<file path="src/rtl/sgn_arith_pkg.sv">
package sgn_arith_pkg;

  // Operation select codes; the spare code is handled as addition.
  typedef enum logic [1:0] {
    OP_ADD  = 2'b00,
    OP_SUB  = 2'b01,
    OP_CMP  = 2'b10,
    OP_RSVD = 2'b11
  } op_e;

  localparam int FLAG_COUNT = 4;

endpackage

</file>
<file path="src/rtl/sgn_carry_chain.sv">
// Bit-serial carry propagation; exposes the carry entering the top bit and
// the carry leaving it, which together decide signed overflow.
module sgn_carry_chain #(
  parameter int WIDTH = 8
) (
  input  logic [WIDTH-1:0] a_i,
  input  logic [WIDTH-1:0] b_i,
  input  logic             cin_i,
  output logic             c_msb_in_o,
  output logic             c_out_o
);

  logic [WIDTH:0] carry;

  assign carry[0] = cin_i;

  for (genvar i = 0; i < WIDTH; i++) begin : g_stage
    assign carry[i+1] = (a_i[i] & b_i[i]) | (carry[i] & (a_i[i] ^ b_i[i]));
  end

  assign c_msb_in_o = carry[WIDTH-1];
  assign c_out_o    = carry[WIDTH];

endmodule

</file>
<file path="src/rtl/sgn_ext_adder.sv">
// Adds the operands after widening both by one sign bit. The widened sum
// cannot overflow; the block is out of range when the extra bit disagrees
// with the retained sign bit.
module sgn_ext_adder #(
  parameter int WIDTH = 8
) (
  input  logic [WIDTH-1:0] a_i,
  input  logic [WIDTH-1:0] b_i,
  input  logic             cin_i,
  output logic [WIDTH-1:0] sum_o,
  output logic             true_sign_o,
  output logic             ovf_o
);

  localparam int XW = WIDTH + 1;

  logic [XW-1:0] a_x;
  logic [XW-1:0] b_x;
  logic [XW-1:0] sum_x;

  assign a_x   = {a_i[WIDTH-1], a_i};
  assign b_x   = {b_i[WIDTH-1], b_i};
  assign sum_x = a_x + b_x + {{WIDTH{1'b0}}, cin_i};

  assign sum_o       = sum_x[WIDTH-1:0];
  assign true_sign_o = sum_x[WIDTH];
  assign ovf_o       = sum_x[WIDTH] ^ sum_x[WIDTH-1];

endmodule

</file>
<file path="src/rtl/sgn_arith_unit.sv">
module sgn_arith_unit
  import sgn_arith_pkg::*;
#(
  parameter int WIDTH = 8
) (
  input  logic             clk,
  input  logic             rst,
  input  logic [1:0]       op_i,
  input  logic [WIDTH-1:0] a_i,
  input  logic [WIDTH-1:0] b_i,
  output logic [WIDTH-1:0] res_o,
  output logic             zero_o,
  output logic             sign_o,
  output logic             carry_o,
  output logic             ovf_o
);

  localparam logic [WIDTH-1:0] ORD_LESS    = {WIDTH{1'b1}};
  localparam logic [WIDTH-1:0] ORD_GREATER = {{(WIDTH-1){1'b0}}, 1'b1};
  localparam logic [WIDTH-1:0] ORD_EQUAL   = '0;

  logic             negate_b;
  logic             is_cmp;
  logic [WIDTH-1:0] b_eff;

  logic             c_msb_in;
  logic             c_out;
  logic             ovf_carry;

  logic [WIDTH-1:0] sum;
  logic             true_sign;
  logic             ovf_ext;

  logic             nx_zero;
  logic             nx_sign;
  logic             a_less;
  logic [WIDTH-1:0] nx_res;

  // Subtract and compare share the inverted-operand path.
  assign negate_b = (op_i == OP_SUB) || (op_i == OP_CMP);
  assign is_cmp   = (op_i == OP_CMP);
  assign b_eff    = negate_b ? ~b_i : b_i;

  sgn_carry_chain #(.WIDTH(WIDTH)) carry_i (
    .a_i        (a_i),
    .b_i        (b_eff),
    .cin_i      (negate_b),
    .c_msb_in_o (c_msb_in),
    .c_out_o    (c_out)
  );

  assign ovf_carry = c_msb_in ^ c_out;

  sgn_ext_adder #(.WIDTH(WIDTH)) ext_i (
    .a_i         (a_i),
    .b_i         (b_eff),
    .cin_i       (negate_b),
    .sum_o       (sum),
    .true_sign_o (true_sign),
    .ovf_o       (ovf_ext)
  );

  assign nx_zero = (sum == '0);
  assign nx_sign = sum[WIDTH-1];

  // Signed "less than" from the dummy difference: sign XOR overflow,
  // taking the overflow term from the widened adder.
  assign a_less = nx_sign ^ ovf_ext;

  always_comb begin
    if (is_cmp) begin
      if (a_less)       nx_res = ORD_LESS;
      else if (nx_zero) nx_res = ORD_EQUAL;
      else              nx_res = ORD_GREATER;
    end else begin
      nx_res = sum;
    end
  end

  always_ff @(posedge clk) begin
    if (rst) begin
      res_o   <= '0;
      zero_o  <= 1'b0;
      sign_o  <= 1'b0;
      carry_o <= 1'b0;
      ovf_o   <= 1'b0;
    end else begin
      res_o   <= nx_res;
      zero_o  <= nx_zero;
      sign_o  <= nx_sign;
      carry_o <= c_out;
      ovf_o   <= ovf_carry;
    end
  end

  // true_sign carries the same information as a_less; kept observable.
  logic unused_sign;
  assign unused_sign = true_sign;

endmodule

</file>
<file path="config.mk">
export PLATFORM = sky130hd
export DESIGN_NAME = sgn_arith_unit
export DESIGN_NICKNAME = d
export VERILOG_FILES = /design/src/rtl/sgn_arith_pkg.sv /design/src/rtl/sgn_carry_chain.sv /design/src/rtl/sgn_ext_adder.sv /design/src/rtl/sgn_arith_unit.sv
export SDC_FILE = /design/constraint.sdc
export NUM_CORES = 1
export LEC_CHECK = 0
export BUFFER_PORTS_ARGS = -buffer_cell sky130_fd_sc_hd__buf_2
export CAP_MARGIN = 10
export CORE_UTILIZATION = 49
export DETAILED_ROUTE_END_ITERATION = 10
export HOLD_SLACK_MARGIN = 0.15
export PLACE_DENSITY = 0.78
export SYNTH_ARGS = -nofsm -noshare
export SYNTH_HDL_FRONTEND = slang
export SYNTH_SLANG_ARGS = --single-unit
</file>
<file path="constraint.sdc">
create_clock -name clk -period 3.6 [get_ports clk]
set_input_delay 0.72 -clock clk [delete_from_list [all_inputs] [get_ports clk]]
set_output_delay 0.72 -clock clk [all_outputs]
set_load 0.02 [all_outputs]
</file>
Word level (Yosys, flattened, before mapping)
Index checks and enable logic that the tools add are counted.

storage, ports and cells
  flip-flop bits (word level) = 12
  bits of input ports = 20
  output and inout bits = 12
  word-level logic and storage cells = 51

cells by class
  add/subtract/negate cells = 2
  equality and inequality tests = 2
  muxes and demuxes = 4
  bitwise gates (word level) = 36
  reductions and logical operators = 2

operators with widths
  cell                                                                   count
  8-bit two-way mux                                                      3
  1-bit AND                                                              16
  1-bit bitwise XOR                                                      11
  8-bit by 8-bit adder with 9-bit output                                 1
  9-bit by 1-bit adder with 9-bit output                                 1
  8-bit zero test                                                        1
  8-bit NOT                                                              1
  1-bit bitwise OR                                                       8
  2-bit by 1-bit equality test with 1-bit output, second input constant  1
  2-bit equality test, second input constant                             1
  1-bit logical OR                                                       1
  1-bit two-way mux                                                      1

Logic depth before layout (Yosys ltp)
Gate-level depths: netlist (run 1).

  depth in word-level cells = 21
  depth in mapped cells = 12
  mapped depth without buffers = 11

By module
From an unflattened synthesis (run 1), not the netlist that was laid out.

second synthesis, totals
  cells, all modules = 116
  area total of the unflattened synthesis = 1063.5 µm²

modules (own cells, without submodules)
  module           times used  cells an instance  area each (µm²)  seq. area each (µm²)
  sgn_arith_unit   1           45                 484.2            240.2
  sgn_ext_adder    1           49                 384.1            0.0
  sgn_carry_chain  1           22                 195.2            0.0

Worst setup path before layout (run 1)
OpenSTA, ideal clock, no wires.

  path kind = input-to-reg
  from = in op_i[0]
  to = reg res_o[0]
  setup time = 0.115 ns
  data arrival time = 2.860 ns
  data required time = 3.485 ns
  path slack = 0.625 ns
  stages on the path = 10
  path buffers = 1
  cell sequence = inv_1 > ha_1 > buf_6 > xnor2_1 > inv_1 > fa_1 > fa_1 > and3_2 > nand4_1 > o21a_1

on the way
  cells in the longest elaborated chain, start to end = 9
  elaborated cells between the ends (all ways) = 12
  those cells by class = 2 x add/sub; 2 x eq/ne; 4 x mux; 2 x bitwise; 2 x reduce/logical

ends and longest elaborated chain
  element                                                                                line                                        RTL
  start, declared                                                                        sgn_arith_unit.sv:8                         input logic [1:0] op_i,
  2-bit by 1-bit equality test with 1-bit output or 2-bit equality test (tied branches)  sgn_arith_unit.sv:40, sgn_arith_unit.sv:41
  1-bit logical OR                                                                       sgn_arith_unit.sv:40                        assign negate_b = (op_i == OP_SUB) || (op_i == OP_CMP);
  8-bit two-way mux                                                                      sgn_arith_unit.sv:42                        assign b_eff = negate_b ? ~b_i : b_i;
  8-bit by 8-bit adder with 9-bit output                                                 sgn_ext_adder.sv:23                         assign sum_x = a_x + b_x + {{WIDTH{1'b0}}, cin_i};
  9-bit by 1-bit adder with 9-bit output                                                 sgn_ext_adder.sv:23
  8-bit zero test or 1-bit bitwise XOR (tied branches)                                   sgn_arith_unit.sv:63, sgn_ext_adder.sv:27
  1-bit two-way mux or 1-bit bitwise XOR (tied branches)                                 sgn_arith_unit.sv:73, sgn_arith_unit.sv:68
  8-bit two-way mux                                                                      sgn_arith_unit.sv:72                        if (a_less) nx_res = ORD_LESS;
  8-bit two-way mux *                                                                    sgn_arith_unit.sv:71                        if (is_cmp) begin
  end signal, assigned                                                                   sgn_arith_unit.sv:88                        res_o <= nx_res;
  end, declared                                                                          sgn_arith_unit.sv:11                        output logic [WIDTH-1:0] res_o,

Mark *: on every way between the ends. The rest lies on a longest branch, timed or not.
A chain may end at the register's enable or synchronous reset.

Final worst setup path (run 1)
Same ends and word-level chain as after synthesis.

==> impl_metrics.csv, run 1 <==
group,metric,value,unit
grt,overflow,0,
synth,avgSynthCellArea,9.53,sq um
synth,yosys.area.top_type,"dfxtp_1",
clock_network,cts_hold_buffers,0,
layout,num-fill-cells,169,
drt,drc,0,
synth,synth_most_common_cell,"dfxtp_1",
drt,firstDrtPassIters,4,
sta,worst_pin_slew,0.432,ns
setup_path,cp_max_fo,8,
drt,drt-initial-drc-count,11,
layout,multi_input_area,623,sq um
power_and_ir_drop,power_per_cell_area,493,nW/um^2
setup_path,cp_num_buf_inv,3,
power_and_ir_drop,max-vdd-ir-drop,0.219,mV
placement,hpwl,1.47,mm
clock_network,cts.sinks,12,
setup_path,slowest_delay,0.52,ns
synth,synth_common_cells,"dfxtp_1, xnor2_1, o21ai_0, ha_1, nor2_1",
sta,setup_viol,0,
setup_path,path_cells,"buf_2 > inv_1 > ha_1 > xnor2_1 > inv_1 > fa_1 > fa_1 > and3_2 > nand4_1 > o21a_1",
clock_network,clockBufferDepth,2,
placement,numPortBuffers,31,
min_path,hold_path_class,"in2reg",
setup_path,arrival,3.20,ns
floorplan,start_util,53.0,%
synth,synth_nets,127,
job,drv_cap,0,
layout,num_antenna_cells,0,
clock_network,htreeDepth,1,
drt,dr_total_vias,785,
clock_network,post_cts_resized,0,
clock_network,clkTransAtPathRegs,0.07,ns
sta,hold_viol,0,
synth,ys_seq_elements,12,
clock_network,cts_tree,"built",
floorplan,fp.dieH,45.4,um
sta,period_minus_slack,3.04,ns
min_path,min_from,"rst",
grt,grt_max_degree,9,
clock_network,cts_buffers,3,
placement,gp_congestion,0.848,
power_and_ir_drop,p_leak,0.527,nW
synth,synthCells,97,
layout,final_nets,159,
sta,clock.fmax,329,MHz
synth,ys_types,33,
clock_network,cts_root_buf,"clkbuf_4",
setup_path,crit_path_end_kind,"flip-flop",
synth,synth_top_area_share,26.0,%
placement,dp_cells,149,
setup_path,critPathRequiredTime,3.77,ns
setup_path,cp-start-kind,"primary input",
sta,relSlewSlack,71.2,%
setup_path,cpMaxStageDelayCell,"fa_1",
sta,tns,0,ns
synth,synth_async_sr_flop_share,0,%
drt,via_per_inst,5.13,
floorplan,core,1750,sq um
grt,grt_first_pass_wirelength,3.02,mm
synth,yosys_warnings,0,
sta,slew_violations,0,
grt,grt_use_total,19.6,%
drt,wire_per_inst,11.5,um
layout,stdcell_count,153,
synth,ys_top_cells_by_area,"dfxtp_1, ha_1, xnor2_1, o21ai_0, fa_1",
floorplan,die-width,45.4,um
layout,drive_above_1_share,35.9,%
setup_path,path_class,"in2reg",
synth,ys_seq_area_share,26.0,%
drt,routed_wl,1.76,mm
clock_network,cts_setup_buffers,0,
synth,synth.cell_area,925,sq um
sta,rsz0062_at_grt,"false",
grt,antenna_found_initial,0,
grt,grt_pass1_vias,737,
drt,ant_nets,0,
layout,regArea,240,sq um
floorplan,ios,32,
run_status,outcome,"completed",
layout,syn2layout_area_growth,19.9,%
floorplan,core.rowCount,15,
floorplan,dieArea,2060,sq um
synth,synth-edff-count,0,
setup_path,crit_path_start,"op_i[0]",
synth,synth_ff_type,"dfxtp_1",
sta,fin_crit_sh,84.4,%
setup_path,crit_family,"adder cells",
layout make-up:
cell class | count | area share [%]
tap | 25 | 2.82
inverter | 6 | 2.03
clock buffer | 4 | 3.27
timing repair buffer | 31 | 14.0
multi-input combinational | 75 | 56.2
sequential | 12 | 21.7
layer usage:
| metal | part of all wire (%) | global-route usage, % | vias to the layer above |
|---|---|---|---|
| met1 | 42 | 22.6 | 353 |
| li1 | - | - | 399 |
| met3 | 3.7 | 1.59 | 4 |
| met2 | 52 | 36.3 | 29 |
| met5 | 0 | 0 | - |
| met4 | 1.3 | 8.48 | 0 |
cell usage in the layout (no fill, tap or decap):
cell type,synthesis,layout
or2_0,1,1
nand4_1,2,2
xnor2_1,11,11
ha_1,8,8
nand3b_1,2,2
a31oi_1,2,2
o22ai_1,1,1
mux2i_1,1,1
dfxtp_1,12,12
nor2_1,7,7
o221ai_1,1,1
o2111a_1,1,1
nor3b_2,1,1
nor2b_4,1,1
o21a_1,1,1
buf_2,0,31
o21ai_0,9,9
xor2_1,4,4
fa_1,2,2
inv_1,6,6
a41oi_4,1,1
clkbuf_4,0,3
nand2b_4,1,1
a21oi_2,1,1
o221ai_2,1,1
or2b_2,1,1
and3_2,1,1
a311oi_2,1,1
a21o_2,2,2
nand2b_1,1,1
nor2b_1,1,1
nand2_1,6,6
a21oi_1,3,3
clkbuf_8,0,1
state kept, by name, indices dropped and copies added (netlist names):
signal and cells:
res_o 8, carry_o 1, ovf_o 1, sign_o 1, zero_o 1
final timing paths:
| check | cells past startpoint | slack [ns] | end |
|---|---|---|---|
| setup / recovery | 10 | 0.56 | res_o[0] |
| hold / removal | 2 | 0.69 | carry_o |
through the flow:
step	hold slack [ns]	utilization (%)	worst slack, ns	cell area [sq um]	total power, W
finish	0.693	63.5	0.561	1110	0.000547
global route	0.699	63.5	0.408	1110	0.000589
CTS	0.686	63.5	0.556	1110	0.000549
detailed placement	0.974	61.4	0.265	1070	0.000445
global placement	0.974	61.4	0.361	1070	0.000435
floorplan	0.790	-	0.625	925	0.000387
kinds of logic after synthesis:
group	count (synthesis)	synth area share [%]
simple gates	25	16.4
compound gates	24	20.6
xor+xnor	15	14.2
flops	12	26.0
buf+inv	10	6.63
fa+ha+maj	10	15.2
mux	1	1.08
power breakdown:
part / internal, W / leakage (nW) / switching [W]
logic: 0.000118 / 0.407 / 0.000164
clock network: 0.0000614 / 0.0210 / 0.0000413
registers: 0.000158 / 0.0995 / 0.00000490
Power figures use the tool's default switching activity.
==> run 2: changes to the inputs <==
- CORE_UTILIZATION: 49 -> 44
- PLACE_DENSITY: 0.78 -> 0.74
- clock period: 3.6 -> 2.55 ns (I/O delays scaled with it)
==> run 2 against run 1 <==
Against the previous run: via count grew 6.4%; critical path depth is 1 higher; design area grew 15%; worst setup slack got worse by 0.50 ns; wire length rose by 11%; largest power group unchanged; highest routed layer unchanged.
==> impl_metrics.csv, run 2 (same netlist as run 1, synthesis figures left out) <==
group,metric,value,unit
sta,hold_viol,0,
drt,highest_layer,"met4",
clock_network,cts.sinks,12,
layout,num-fill-cells,178,
min_path,hold_path_class,"in2reg",
clock_network,clockBufferDepth,2,
layout,layout_common_cells,"buf_2, buf_4, dfxtp_1",
power_and_ir_drop,p_leak,0.620,nW
clock_network,cts_root_buf,"clkbuf_4",
setup_path,cp_max_fo,4,
job,drv_cap,0,
power_and_ir_drop,seqPwrFrac,27.9,%
sta,fin_ws,0.0637,ns
sta,relSlewSlack,80.6,%
layout,largest_reg_flops,8,
setup_path,crit_path_frequent_cell,"buf_6",
sta,slew_violations,0,
power_and_ir_drop,clockPowerShare,12.8,%
sta,setup_viol,0,
layout,syn2layout_area_growth,37.9,%
sta,period_minus_slack,2.49,ns
drt,wire_per_inst,11.5,um
power_and_ir_drop,switching_power,0.000309,W
setup_path,path_cells,"buf_6 > inv_4 > ha_4 > buf_6 > xnor2_2 > ha_1 > a21o_2 > a311oi_2 > xor2_1 > nand4_1 > o21a_1",
placement,dp_cells,163,
drt,ant_nets,0,
floorplan,ios,32,
clock_network,cts_tree,"built",
drt,wl_met2,1.12,mm
run_status,outcome,"completed",
grt,grt_first_pass_wirelength,2.95,mm
power_and_ir_drop,power_per_cell_area,646,nW/um^2
floorplan,core,1960,sq um
layout,layout_commonest_cell,"buf_2",
power_and_ir_drop,p_comb_share,59.3,%
drt,via_per_inst,4.91,
floorplan,fp.dieH,47.8,um
layout,final_util,65.0,%
power_and_ir_drop,max-vdd-ir-drop,0.299,mV
layout,multi_input_area,668,sq um
grt,grt_max_degree,8,
layout,top_register,"res_o",
placement,hpwl,1.65,mm
grt,grt_use_total,18.6,%
floorplan,die-width,47.8,um
floorplan,core.rowCount,16,
clock_network,htreeDepth,1,
floorplan,start_util,47.1,%
power_and_ir_drop,intPower,0.000515,W
setup_path,arrival,2.64,ns
power_and_ir_drop,power,0.000824,W
drt,firstDrtPassIters,4,
layout,final_nets,175,
placement,numPortBuffers,31,
setup_path,slowest_delay,0.35,ns
sta,worst_pin_slew,0.291,ns
setup_path,critPathRequiredTime,2.71,ns
setup_path,crit_path_end_kind,"flip-flop",
drt,routed_wl,1.95,mm
clock_network,cts_buffers,3,
sta,fin_hold_ws,0.507,ns
grt,overflow,0,
sta,fin_crit_sh,97.5,%
floorplan,dieArea,2290,sq um
drt,wl_met3,58,um
layout,regArea,240,sq um
setup_path,cpMaxStageDelayCell,"ha_1",
layout,num_antenna_cells,0,
setup_path,path_class,"in2reg",
drt,dr_total_vias,835,
placement,gp_congestion,0.833,
layout,drive_above_1_share,47.6,%
grt,antenna_found_initial,0,
clock_network,clkTransAtPathRegs,0.07,ns
drt,drc,0,
drt,drt-initial-drc-count,9,
grt,grt_pass1_vias,771,
sta,clock.fmax,402,MHz
power_and_ir_drop,power_switching_share,37.5,%
setup_path,cp-start-kind,"primary input",
placement,pre_cts_ws,-0.237,ns
drt,met1_length,764,um
layout,stdcell_count,170,
[run 2: cell count changes in the layout (fill, tap and decap cells not counted), sizes merged]
cell    previous run  this run
buf               31        47
clkbuf             4         3
[run 2: cell type report]
class | instances | area share, %
Timing Repair Buffer | 47 | 22.4
Multi-Input combinational cell | 75 | 52.4
Tap cell | 27 | 2.65
Sequential cell | 12 | 18.8
Inverter | 6 | 1.96
Clock buffer | 3 | 1.77
[run 2: path summary, 6_finish.rpt]
path / depth (start not counted) / end / slack (ns) / start
max: 11 / res_o[0] / 0.06 / op_i[0]
min: 2 / sign_o / 0.51 / rst
[run 2: power by group through the flow]
stage / Combinational [W] / Sequential, W / Clock [W]
floorplan: 0.000280 / 0.000282 / 0
global placement: 0.000452 / 0.000233 / 0
detailed placement: 0.000466 / 0.000234 / 0
CTS: 0.000468 / 0.000230 / 0.000106
global route: 0.000537 / 0.000235 / 0.000120
finish: 0.000489 / 0.000229 / 0.000106
[run 2: critical path: cells and delay by family]
| family | cells | cell delay, ns |
|---|---|---|
| xor gates and xnor gates | 2 | 0.38 |
| and+or+nand+nor | 1 | 0.18 |
| buffers and inverters | 3 | 0.25 |
| adders and majority gates | 2 | 0.61 |
| AOI/OAI and AO/OA | 3 | 0.73 |
[run 2: per-stage QoR]
| step | instance area (sq um) | TNS (ns) |
|---|---|---|
| after floorplan | 968 | -0.0384 |
| after global placement | 1200 | -0.235 |
| after detailed placement | 1200 | -0.740 |
| after CTS | 1230 | 0 |
| after global routing | 1270 | -0.00407 |
| final | 1270 | 0 |
[run 2: metal layers]
| layer | vias up | track usage, % |
|---|---|---|
| met5 | - | 0 |
| met4 | 0 | 10.0 |
| met3 | 2 | 2.26 |
| met2 | 20 | 36.2 |
| met1 | 384 | 18.8 |
| li1 | 429 | - |
[run 2: what timing repair did]
action                     4_1_cts  5_1_grt
buffers inserted                 0        4
resized for setup                0        3
setup endpoints to repair        0        4
hold buffers                     0        0
